**src/rtl/spi_fifo_pkg.sv**
```systemverilog
package spi_fifo_pkg;
  typedef enum logic [3:0] {
    A_TXDATA  = 4'd0,
    A_RXDATA  = 4'd1,
    A_STATUS  = 4'd2,
    A_TXLVL   = 4'd3,
    A_RXLVL   = 4'd4,
    A_TXTHR   = 4'd5,
    A_RXTHR   = 4'd6,
    A_IMASK   = 4'd7,
    A_RAW     = 4'd8,
    A_MASKED  = 4'd9,
    A_ICLR    = 4'd10,
    A_DMACTL  = 4'd11,
    A_TXDMALV = 4'd12,
    A_RXDMALV = 4'd13
  } reg_addr_e;

  localparam int NUM_IRQ = 5;
  localparam int NUM_ST  = 5;

  localparam int IRQ_TX_LOW  = 0;
  localparam int IRQ_TX_OVF  = 1;
  localparam int IRQ_RX_UNF  = 2;
  localparam int IRQ_RX_OVF  = 3;
  localparam int IRQ_RX_HIGH = 4;

  localparam int CLR_ALL    = 0;
  localparam int CLR_RX_UNF = 1;
  localparam int CLR_RX_OVF = 2;
  localparam int CLR_TX_OVF = 3;

  localparam int DMA_RX_EN = 0;
  localparam int DMA_TX_EN = 1;
endpackage

```
**src/rtl/spi_word_fifo.sv**
```systemverilog
module spi_word_fifo #(
  parameter int DEPTH = 32,
  parameter int WIDTH = 16,
  localparam int PTR_W = $clog2(DEPTH),
  localparam int LVL_W = $clog2(DEPTH + 1)
) (
  input  logic             clk,
  input  logic             rst_n,
  input  logic             push,
  input  logic             pop,
  input  logic [WIDTH-1:0] din,
  output logic [WIDTH-1:0] dout,
  output logic [LVL_W-1:0] level,
  output logic             full,
  output logic             empty,
  output logic             ovf,
  output logic             unf
);
  localparam logic [PTR_W-1:0] LAST = PTR_W'(DEPTH - 1);

  logic [WIDTH-1:0] mem [DEPTH];
  logic [PTR_W-1:0] wr_ptr, rd_ptr, wr_ptr_d, rd_ptr_d;
  logic [LVL_W-1:0] cnt, cnt_d;
  logic             push_ok, pop_ok;

  assign full    = (cnt == LVL_W'(DEPTH));
  assign empty   = (cnt == '0);
  assign push_ok = push && (!full || pop);
  assign pop_ok  = pop && !empty;
  assign ovf     = push && full && !pop;
  assign unf     = pop && empty;
  assign level   = cnt;
  assign dout    = empty ? '0 : mem[rd_ptr];

  always_comb begin
    wr_ptr_d = wr_ptr;
    rd_ptr_d = rd_ptr;
    cnt_d    = cnt;
    if (push_ok) wr_ptr_d = (wr_ptr == LAST) ? '0 : wr_ptr + 1'b1;
    if (pop_ok)  rd_ptr_d = (rd_ptr == LAST) ? '0 : rd_ptr + 1'b1;
    case ({push_ok, pop_ok})
      2'b10:   cnt_d = cnt + 1'b1;
      2'b01:   cnt_d = cnt - 1'b1;
      default: cnt_d = cnt;
    endcase
  end

  always_ff @(posedge clk or negedge rst_n) begin
    if (!rst_n) begin
      wr_ptr <= '0;
      rd_ptr <= '0;
      cnt    <= '0;
    end else begin
      wr_ptr <= wr_ptr_d;
      rd_ptr <= rd_ptr_d;
      cnt    <= cnt_d;
    end
  end

  always_ff @(posedge clk) begin
    if (push_ok) mem[wr_ptr] <= din;
  end
endmodule

```
**src/rtl/spi_err_flags.sv**
```systemverilog
module spi_err_flags
  import spi_fifo_pkg::*;
(
  input  logic       clk,
  input  logic       rst_n,
  input  logic       set_tx_ovf,
  input  logic       set_rx_unf,
  input  logic       set_rx_ovf,
  input  logic       clr_wr,
  input  logic [3:0] clr_bits,
  output logic       tx_ovf,
  output logic       rx_unf,
  output logic       rx_ovf
);
  logic clr_txo, clr_rxu, clr_rxo;
  logic tx_ovf_d, rx_unf_d, rx_ovf_d;

  assign clr_txo = clr_wr && (clr_bits[CLR_ALL] || clr_bits[CLR_TX_OVF]);
  assign clr_rxu = clr_wr && (clr_bits[CLR_ALL] || clr_bits[CLR_RX_UNF]);
  assign clr_rxo = clr_wr && (clr_bits[CLR_ALL] || clr_bits[CLR_RX_OVF]);

  always_comb begin
    tx_ovf_d = set_tx_ovf || (tx_ovf && !clr_txo);
    rx_unf_d = set_rx_unf || (rx_unf && !clr_rxu);
    rx_ovf_d = set_rx_ovf || (rx_ovf && !clr_rxo);
  end

  always_ff @(posedge clk or negedge rst_n) begin
    if (!rst_n) begin
      tx_ovf <= 1'b0;
      rx_unf <= 1'b0;
      rx_ovf <= 1'b0;
    end else begin
      tx_ovf <= tx_ovf_d;
      rx_unf <= rx_unf_d;
      rx_ovf <= rx_ovf_d;
    end
  end
endmodule

```
**src/rtl/spi_fifo_ctrl.sv**
```systemverilog
module spi_fifo_ctrl
  import spi_fifo_pkg::*;
#(
  parameter int DEPTH  = 32,
  parameter int DATA_W = 16,
  parameter int ADDR_W = 4,
  localparam int PTR_W = $clog2(DEPTH),
  localparam int LVL_W = $clog2(DEPTH + 1)
) (
  input  logic              clk,
  input  logic              rst_n,
  input  logic              wr_en,
  input  logic              rd_en,
  input  logic [ADDR_W-1:0] addr,
  input  logic [DATA_W-1:0] wdata,
  output logic [DATA_W-1:0] rdata,
  input  logic              eng_busy,
  input  logic              eng_tx_pop,
  output logic [DATA_W-1:0] eng_tx_data,
  input  logic              eng_rx_push,
  input  logic [DATA_W-1:0] eng_rx_data,
  output logic              irq,
  output logic              dma_tx_req,
  output logic              dma_rx_req
);
  logic [LVL_W-1:0]   tx_lvl, rx_lvl;
  logic               tx_full, tx_empty, rx_full, rx_empty;
  logic               tx_ovf_ev, tx_unf_ev, rx_ovf_ev, rx_unf_ev;
  logic [DATA_W-1:0]  rx_head;
  logic               wr_tx, rd_rx, wr_clr;
  logic               f_tx_ovf, f_rx_unf, f_rx_ovf;

  logic [PTR_W-1:0]   tx_thr, rx_thr, tx_thr_d, rx_thr_d;
  logic [NUM_IRQ-1:0] imask, imask_d;
  logic [1:0]         dmactl, dmactl_d;
  logic [LVL_W-1:0]   tx_dlvl, rx_dlvl, tx_dlvl_d, rx_dlvl_d;
  logic [NUM_IRQ-1:0] raw, masked;
  logic [NUM_ST-1:0]  status;
  logic               thr_ok;

  assign wr_tx  = wr_en && (addr == A_TXDATA);
  assign rd_rx  = rd_en && (addr == A_RXDATA);
  assign wr_clr = wr_en && (addr == A_ICLR);
  assign thr_ok = (wdata < DATA_W'(DEPTH));

  spi_word_fifo #(.DEPTH(DEPTH), .WIDTH(DATA_W)) u_txq (
    .clk(clk), .rst_n(rst_n), .push(wr_tx), .pop(eng_tx_pop), .din(wdata),
    .dout(eng_tx_data), .level(tx_lvl), .full(tx_full), .empty(tx_empty),
    .ovf(tx_ovf_ev), .unf(tx_unf_ev)
  );

  spi_word_fifo #(.DEPTH(DEPTH), .WIDTH(DATA_W)) u_rxq (
    .clk(clk), .rst_n(rst_n), .push(eng_rx_push), .pop(rd_rx), .din(eng_rx_data),
    .dout(rx_head), .level(rx_lvl), .full(rx_full), .empty(rx_empty),
    .ovf(rx_ovf_ev), .unf(rx_unf_ev)
  );

  spi_err_flags u_flags (
    .clk(clk), .rst_n(rst_n),
    .set_tx_ovf(tx_ovf_ev), .set_rx_unf(rx_unf_ev), .set_rx_ovf(rx_ovf_ev),
    .clr_wr(wr_clr), .clr_bits(wdata[3:0]),
    .tx_ovf(f_tx_ovf), .rx_unf(f_rx_unf), .rx_ovf(f_rx_ovf)
  );

  always_comb begin
    tx_thr_d  = tx_thr;
    rx_thr_d  = rx_thr;
    imask_d   = imask;
    dmactl_d  = dmactl;
    tx_dlvl_d = tx_dlvl;
    rx_dlvl_d = rx_dlvl;
    if (wr_en) begin
      case (addr)
        A_TXTHR:   if (thr_ok) tx_thr_d = wdata[PTR_W-1:0];
        A_RXTHR:   if (thr_ok) rx_thr_d = wdata[PTR_W-1:0];
        A_IMASK:   imask_d   = wdata[NUM_IRQ-1:0];
        A_DMACTL:  dmactl_d  = wdata[1:0];
        A_TXDMALV: tx_dlvl_d = wdata[LVL_W-1:0];
        A_RXDMALV: rx_dlvl_d = wdata[LVL_W-1:0];
        default: ;
      endcase
    end
  end

  always_ff @(posedge clk or negedge rst_n) begin
    if (!rst_n) begin
      tx_thr  <= '0;
      rx_thr  <= '0;
      imask   <= '0;
      dmactl  <= '0;
      tx_dlvl <= '0;
      rx_dlvl <= '0;
    end else begin
      tx_thr  <= tx_thr_d;
      rx_thr  <= rx_thr_d;
      imask   <= imask_d;
      dmactl  <= dmactl_d;
      tx_dlvl <= tx_dlvl_d;
      rx_dlvl <= rx_dlvl_d;
    end
  end

  always_comb begin
    raw              = '0;
    raw[IRQ_TX_LOW]  = (tx_lvl <= LVL_W'(tx_thr));
    raw[IRQ_TX_OVF]  = f_tx_ovf;
    raw[IRQ_RX_UNF]  = f_rx_unf;
    raw[IRQ_RX_OVF]  = f_rx_ovf;
    raw[IRQ_RX_HIGH] = (rx_lvl > LVL_W'(rx_thr));
  end

  assign masked     = raw & imask;
  assign irq        = |masked;
  assign status     = {rx_full, rx_empty, tx_empty, tx_full, eng_busy};
  assign dma_tx_req = dmactl[DMA_TX_EN] && (tx_lvl <= tx_dlvl);
  assign dma_rx_req = dmactl[DMA_RX_EN] && (rx_lvl > rx_dlvl);

  always_comb begin
    rdata = '0;
    case (addr)
      A_RXDATA:  rdata = rx_head;
      A_STATUS:  rdata = DATA_W'(status);
      A_TXLVL:   rdata = DATA_W'(tx_lvl);
      A_RXLVL:   rdata = DATA_W'(rx_lvl);
      A_TXTHR:   rdata = DATA_W'(tx_thr);
      A_RXTHR:   rdata = DATA_W'(rx_thr);
      A_IMASK:   rdata = DATA_W'(imask);
      A_RAW:     rdata = DATA_W'(raw);
      A_MASKED:  rdata = DATA_W'(masked);
      A_DMACTL:  rdata = DATA_W'(dmactl);
      A_TXDMALV: rdata = DATA_W'(tx_dlvl);
      A_RXDMALV: rdata = DATA_W'(rx_dlvl);
      default:   rdata = '0;
    endcase
  end
endmodule

```
**config.mk**
```make
export PLATFORM = sky130hd
export DESIGN_NAME = spi_fifo_ctrl
export DESIGN_NICKNAME = d
export VERILOG_FILES = /design/src/rtl/spi_fifo_pkg.sv /design/src/rtl/spi_word_fifo.sv /design/src/rtl/spi_err_flags.sv /design/src/rtl/spi_fifo_ctrl.sv
export SDC_FILE = /design/constraint.sdc
export NUM_CORES = 1
export LEC_CHECK = 0
export BUFFER_PORTS_ARGS = -buffer_cell sky130_fd_sc_hd__clkbuf_2
export CAP_MARGIN = 20
export CORE_MARGIN = 2
export CORE_UTILIZATION = 55
export CTS_CLUSTER_SIZE = 28
export DETAILED_ROUTE_END_ITERATION = 16
export PLACE_DENSITY = 0.76
export SETUP_SLACK_MARGIN = 0.02
export SYNTH_ARGS = -nofsm -noshare
export SYNTH_HDL_FRONTEND = slang
export SYNTH_SLANG_ARGS = --single-unit
```
**constraint.sdc**
```tcl
create_clock -name clk -period 4.91 [get_ports clk]
set_input_delay 0.2455 -clock clk [delete_from_list [all_inputs] [get_ports clk]]
set_output_delay 0.2455 -clock clk [all_outputs]
set_load 0.05 [all_outputs]
```
==> results by group, run 1 <==
Global routing
  • Vias in the first global route: 22,191
  • Global-route wire length before repair: 151,600 um
  • GRT Total Usage: 0.2569
  • Largest net degree at the start of global routing: 65
  • Antenna violations before repair: 3
  • Total gr overflow: 0

Detailed routing
  • WL met2: 51,570 um
  • Vias: 22,098
  • Drc violations: 0
  • Overall routed net length: 103,100 um
  • 1st-pass router iterations: 5
  • DR WL met3: 9070 um
  • DRT iter0 DRCs: 3,219
  • Max layer used: met5
  • WL per Instance: 30.64 um
  • Routed length on met1: 38,860 um
  • Antenna Nets Post-Route: 0
  • Vias per Instance: 6.567

Clocking
  • Cts bufs inserted: 106
  • Clock Path Buffers: 3
  • CTS Sinks: 1,088
  • Reg clk slew, reported paths: 0.06 ns
  • Htree depth: 3
  • CTS tree: done
  • Root buffer cell: clkbuf_16
  • Worst skew pair latency: 0.69 ns

Power and ir drop
  • Combinational share of power: 0.232
  • NetSw: 0.007600 W
  • Clk pwr share: 0.321
  • Switch share: 0.2988
  • Int Pwr: 0.01784 W
  • LEAKAGE: 15.81 nW
  • Power density cells: 521.0 mW/mm^2
  • VDD IR max: 434.1 uV
  • Seq pwr share: 0.447

Yosys
  • #FFs+latches synth: 1,088
  • EDFF count, synth: 1,024
  • Primary FF master, synth: edfxtp_1
  • Cells after Synth: 2,111
  • Synth area leaders: edfxtp_1 (71%), mux4_2 (16%), dfrtp_1 (3.7%), ha_1 (1.2%), nor2_1 (0.85%)
  • Synth async-reset ratio: 0.05882
  • Post-synth top cells: edfxtp_1 (1,024), mux4_2 (309), nor2_1 (99)
  • Post-synthesis sequential area ratio: 0.7419
  • Syn_area_per_cell: 20.66 um^2
  • Distinct cell type count after synthesis: 66
  • Post-Syn Nets: 2,196
  • Synthesized cell area: 0.04360 mm^2
  • Warnings from Yosys: 0
  • Most frequent cell after synthesis: edfxtp_1
  • Leading area contributor after synthesis: edfxtp_1
  • Post-synth top area share: 0.7052

Placed design
  • Placed cell count: 3,161
  • GP Congestion: 0.9111
  • DP HPWL: 61,230 um
  • Dpl ws: 1.351 ns
  • Port bufs: 77

Critical path
  • Required time worst endpoint: 4.66 ns
  • Critical path origin: u_rxq.rd_ptr[1]
  • Worst Setup Start Kind: flop
  • Worst r2r src: u_rxq.level[2]
  • Worst setup EP type: output port
  • Critical path class: flop to output port
  • CP arrival: 3.88 ns
  • Crit path max fanout: 61

Floorplanning
  • Starting density of the core: 0.5538
  • FP Rows: 103
  • Core box area: 0.07874 mm^2
  • Die X-Extent: 285.6 um
  • Total Die Area: 0.08155 mm^2
  • Die Y: 285.6 um
  • I/O pins: 78

Finish
  • Sequential cell area: 0.03237 mm^2
  • Finished Layout Cells: 3,365
  • Filler cell count: 5,133
  • Syn-to-layout area delta: 11.96%
  • Layout cells sized above 1: 0.2895
  • Nets: 2,311
  • Area of the multi-input gates: 0.01063 mm^2

Timing
  • Total Neg Setup Slack: 0 ns
  • Crit path time final: 4.128 ns
  • Fin. Hold Viols: 0
  • Max_slew headroom: 0.2481
  • Crit share post-route: 0.8408
  • Clock skew: 0.04108 ns
  • Fmax: 242.2 MHz
  • Tightest Pin Transition: 1.124 ns
  • Post-route setup slack: 0.7815 ns
  • Final Max Slew Viols: 0
  • Final setup fails: 0
  • RSZ-0062 raised after global routing: false

Job
  • Max-Cap Viols: 0

Status
  • Outcome: complete, no violations

Hold path
  • HP Class: primary input to flop
  • HP Start: wdata[9]
-- worst max-delay path: stages (launching register included) --
cell and delay, ns:
dfrtp_4 1.01, buf_4 0.42, mux4_2 0.54, mux4_2 0.46, o21ai_1 0.26, o2111ai_1 0.16
clkbuf_2 0.27
-- final cells by class --
cell class | count | share of cell area
clock inverters | 73 | 0.01574
flip-flops and latches | 1088 | 0.6631
clock buffers | 123 | 0.05625
well taps | 1050 | 0.02691
inverters | 55 | 0.004229
repair buffers | 117 | 0.01594
multi-input cells | 858 | 0.2178
diodes | 1 | 0.00005126
-- per-stage QoR --
step / area [um^2] / util / hold WS, ns / total power, W
after CTS: 48820 / 0.6200 / 0.08611 / 0.02553
final: 48820 / 0.6200 / 0.1096 / 0.02544
after global routing: 48820 / 0.6200 / 0.1060 / 0.02622
after floorplan: 43600 / - / -0.05009 / 0.01543
after global placement: 45230 / 0.5745 / 0.3358 / 0.01721
after detailed placement: 45230 / 0.5745 / 0.3491 / 0.01737
-- what timing repair did --
item                       CTS  global route
buffers inserted             0             0
resized for setup            0             0
hold buffers                 7             0
setup endpoints to repair    0             0
hold endpoints to repair    34             0
-- cell families (layout without fill, tap and decap cells) --
logic type,count (synthesis),after routing,share of synthesized area
AOI/OAI and AO/OA,158,158,0.02342
and+or+nand+nor,286,286,0.03131
muxes,354,354,0.1708
xor gates and xnor gates,18,18,0.003615
DFF,1088,1088,0.7419
other,0,1,0
buffers and inverters,165,368,0.01690
adders and majority gates,42,42,0.01205
-- power groups by stage --
stage | clock network (W) | registers (W) | logic (W)
finish | 0.00816 | 0.0114 | 0.00591
CTS | 0.00825 | 0.0114 | 0.00591
global route | 0.00860 | 0.0114 | 0.00619
detailed placement | 0 | 0.0115 | 0.00583
global placement | 0 | 0.0115 | 0.00570
floorplan | 0 | 0.0108 | 0.00460
-- layout by cell type, fill, tap and decap left out, types with 6 or more instances in the layout --
cell           synthesis  layout
nor2_1                99      53
nand3b_1              12      12
edfxtp_1            1024    1024
clkinvlp_4             0       6
mux4_2               309     309
o21ai_1               26      26
nand3_1               41      41
a22oi_1                8       8
clkbuf_16              0     106
o21ai_0               37      37
buf_4                  2      27
clkinv_1               1      27
nand4_1                7       7
mux2_2                30      30
clkinv_2               0      18
mux2i_1               15      15
xnor2_1                6       6
clkbuf_1              52      14
a21oi_1               20      20
nand2_1               65      65
dfrtp_1               64      56
inv_1                 50      50
nand2b_1               8       8
buf_12                 0       6
xor2_1                12      12
a22o_1                10      10
or3_1                  7       7
a31oi_1                8       8
bufinv_16              0      13
ha_1                  42      42
dlygate4sd3_1          0       7
nor2_2                 1      47
nor3_1                11      11
nor2b_1               10      10
clkbuf_2               0      76
-- path summary, 6_finish.rpt --
check | to | slack [ns] | depth (start not counted)
min in group asynchronous | u_rxq.level[3] | 0.18 | 2
hold reg to reg | rx_dlvl[5] | 0.52 | 1
max in group asynchronous | u_txq.rd_ptr[2] | 3.75 | 3
setup / recovery | rdata[0] | 0.78 | 6
setup reg to reg | u_rxq.mem[19][1] | 1.57 | 6
hold / removal | u_txq.mem[2][9] | 0.11 | 2
-- metal layers --
metal  GRT usage  up-vias
met4     0.08652        2
met2      0.4229     1376
li1            -     8975
met5           0        -
met3     0.03947      222
met1      0.3575    11523
-- sequential cells by signal (all words and copies together), names as in the netlist --
| name | count |
|---|---|
| dmactl | 2 |
| imask | 5 |
| rx_dlvl | 6 |
| rx_thr | 5 |
| tx_dlvl | 6 |
| tx_thr | 5 |
| u_flags.rx_ovf | 1 |
| u_flags.rx_unf | 1 |
| u_flags.tx_ovf | 1 |
| u_rxq.level | 6 |
| u_rxq.mem | 512 |
| u_rxq.rd_ptr | 5 |
| u_rxq.wr_ptr | 5 |
| u_txq.level | 6 |
| u_txq.mem | 512 |
| u_txq.rd_ptr | 5 |
| u_txq.wr_ptr | 5 |
Note: power is estimated with default switching activity, not from simulation.
==> run 2, diff against run 1 <==
Settings changed: PLACE_DENSITY 0.76 to 0.79.
Clock period 4.91 ns to 3.7 ns, I/O delays scaled along.
==> run 2 against run 1 <==
Combinational power grew 38%. Count of clock-buffer cells in the layout grew 12. Non-clock buffer count grew 78. Final cell count grew 2.2%. Register-to-register slack lost 1.1 ns. Clock power grew 29%. Cell area grew 1.1%. Highest routed layer unchanged. Die area is the same. Global-route usage grew 0.45 points. Sequential share of layout area shrank 0.73 points.
==> results by group, run 2 (same netlist as run 1, synthesis figures left out) <==
Placed design
  • Port bufs: 77 (unchanged)
  • GP Congestion: 0.9133 (was 0.9111)
  • DP HPWL: 59,030 um (was 61,230 um)

Critical path
  • CP max stage delay: 0.71 ns (was 1.01 ns)
  • Most common cell on crit path: mux4_2 (unchanged)
  • Crit path max fanout: 25 (was 61)
  • Crit path buffers/inverters: 2 (unchanged)
  • CP delay by family, top: multiplexers (was flip-flops)
  • Worst setup EP type: output port (unchanged)
  • Required time worst endpoint: 3.51 ns (was 4.66 ns)
  • Worst-path cell chain: buf_12 -> mux4_2 -> mux4_2 -> a22o_1 -> clkbuf_2 (was buf_4 -> mux4_2 -> mux4_2 -> o21ai_1 -> o2111ai_1 -> clkbuf_2)
  • Slowest-stage cell, CP: dfrtp_4 (unchanged)
  • Worst Setup Start Kind: flop (unchanged)
  • Critical path class: flop to output port (unchanged)
  • CP arrival: 3.36 ns (was 3.88 ns)

Global routing
  • GRT Total Usage: 0.2614 (was 0.2569)
  • Total gr overflow: 0 (unchanged)
  • Largest net degree at the start of global routing: 51 (was 65)
  • Antenna violations before repair: 4 (was 3)
  • Vias in the first global route: 23,170 (was 22,191)
  • Global-route wire length before repair: 154,900 um (was 151,600 um)

Status
  • Outcome: complete, no violations (unchanged)

Finish
  • Layout cells sized above 1: 0.3004 (was 0.2895)
  • Largest regs: u_rxq.mem (512), u_txq.mem (512) (unchanged)
  • Filler cell count: 5,054 (was 5,133)
  • Most frequent cells in the layout: edfxtp_1 (1,024), mux4_2 (309), clkbuf_16 (105) (was edfxtp_1 (1,024), mux4_2 (309), clkbuf_16 (106))
  • Leading cell type in the layout, fill and taps excluded: edfxtp_1 (unchanged)
  • Syn-to-layout area delta: 13.20% (was 11.96%)
  • Nets: 2,387 (was 2,311)

Detailed routing
  • Antenna Nets Post-Route: 0 (unchanged)
  • DRT iter0 DRCs: 2,956 (was 3,219)
  • Drc violations: 0 (unchanged)
  • Vias per Instance: 6.558 (was 6.567)
  • 1st-pass router iterations: 11 (was 5)
  • Vias: 22,548 (was 22,098)
  • Overall routed net length: 105,800 um (was 103,100 um)
  • WL per Instance: 30.76 um (was 30.64 um)

Timing
  • Total Neg Setup Slack: 0 ns (unchanged)
  • RSZ-0062 raised after global routing: false (unchanged)
  • Crit share post-route: 0.9591
  • Tightest Pin Transition: 1.045 ns (was 1.124 ns)
  • WHS: 0.05193 ns (was 0.1096 ns)
  • Fmax: 281.8 MHz
  • Fin. Hold Viols: 0 (unchanged)
  • Final setup fails: 0 (unchanged)
  • Clock skew: 0.04754 ns (was 0.04108 ns)
  • Max_slew headroom: 0.3035 (was 0.2481)
  • Final Max Slew Viols: 0 (unchanged)
  • Crit path time final: 3.549 ns

Floorplanning
  • FP Rows: 103 (unchanged)
  • Total Die Area: 0.08155 mm^2 (unchanged)
  • Starting density of the core: 0.5538 (unchanged)
  • Die X-Extent: 285.6 um (unchanged)
  • I/O pins: 78 (unchanged)
  • Die Y: 285.6 um (unchanged)
  • Core box area: 0.07874 mm^2 (unchanged)

Clocking
  • Cts bufs inserted: 104 (was 106)
  • Worst skew pair latency: 0.68 ns (was 0.69 ns)
  • Clock Path Buffers: 3 (unchanged)
  • Htree depth: 3 (unchanged)
  • Reg clk slew, reported paths: 0.06 ns (about the same)
  • Root buffer cell: clkbuf_16 (unchanged)
  • CTS tree: done (unchanged)
  • CTS Sinks: 1,088 (unchanged)

Power and ir drop
  • LEAKAGE: 16.20 nW (was 15.81 nW)
  • VDD IR max: 502.2 uV (was 434.1 uV)
  • Power density cells: 677.0 mW/mm^2 (was 521.0 mW/mm^2)

Job
  • Max-Cap Viols: 0 (unchanged)

Hold path
  • HP Class: primary input to flop (unchanged)
==> run 2: layout make-up <==
type,count,area [um^2],share of cell area
tap,1050,1314,0.02662
clock inverter,56,575.6,0.01166
sequential,1088,32370,0.6558
clock buffer,135,2780,0.05632
antenna,1,2.502,0.00005070
timing repair buffer,195,1534,0.03108
inverter,55,206.4,0.004182
multi-input combinational,858,10580,0.2143
==> run 2: metrics by stage <==
stage	worst slack, ns	std cells	power [W]	utilization	cell area, um^2
6_report	0.1513	3438	0.03342	0.6269	49360
5_1_grt	0.03531	3437	0.03439	0.6268	49360
4_1_cts	0.03746	3433	0.03345	0.6262	49310
3_5_place_dp	0.5203	3233	0.02288	0.5822	45840
3_3_place_gp	0.5298	3233	0.02257	0.5822	45840
2_1_floorplan	0.7779	2111	0.02048	-	43600
==> run 2: final timing paths <==
kind / depth (start not counted) / start / endpoint / slack (ns)
hold / removal: 4 / wr_en / u_flags.rx_ovf / 0.05
setup reg to reg: 14 / u_txq.level[1] / u_txq.level[4] / 0.44
max in group asynchronous: 3 / rst_n / u_txq.rd_ptr[0] / 2.58
setup / recovery: 5 / u_rxq.rd_ptr[0] / rdata[10] / 0.15
hold reg to reg: 1 / rx_dlvl[1] / rx_dlvl[1] / 0.51
min in group asynchronous: 2 / rst_n / rx_thr[2] / 0.19
==> run 2: worst min-delay path, stage by stage <==
cell and delay (ns):
clkbuf_2 0.17, nand2_1 0.15, o21ai_0 0.12, nand2_1 0.07
==> run 2: power breakdown <==
| part | internal [W] | leakage (nW) | switching [W] |
|---|---|---|---|
| logic | 0.00364 | 4.62 | 0.00449 |
| registers | 0.0140 | 9.95 | 0.000804 |
| clock network | 0.00589 | 1.63 | 0.00462 |
| total | 0.0235 | 16.2 | 0.00992 |
==> run 2: repair_timing <==
| item | 4_1_cts | 5_1_grt |
|---|---|---|
| setup buffers | 2 | 4 |
| hold buffers | 7 | 0 |
| gates resized for setup | 1 | 1 |
| endpoints found under the hold margin | 73 | 0 |
| setup endpoints to repair | 13 | 6 |
==> run 2: metal layers <==
layer  vias up  global-route usage  share of wire
li1       9113                   -              -
met1     11836              0.3386           0.36
met2      1354              0.4519           0.52
met3       239             0.04139          0.082
met4         6             0.09607          0.036
met5         -                   0        0.00040
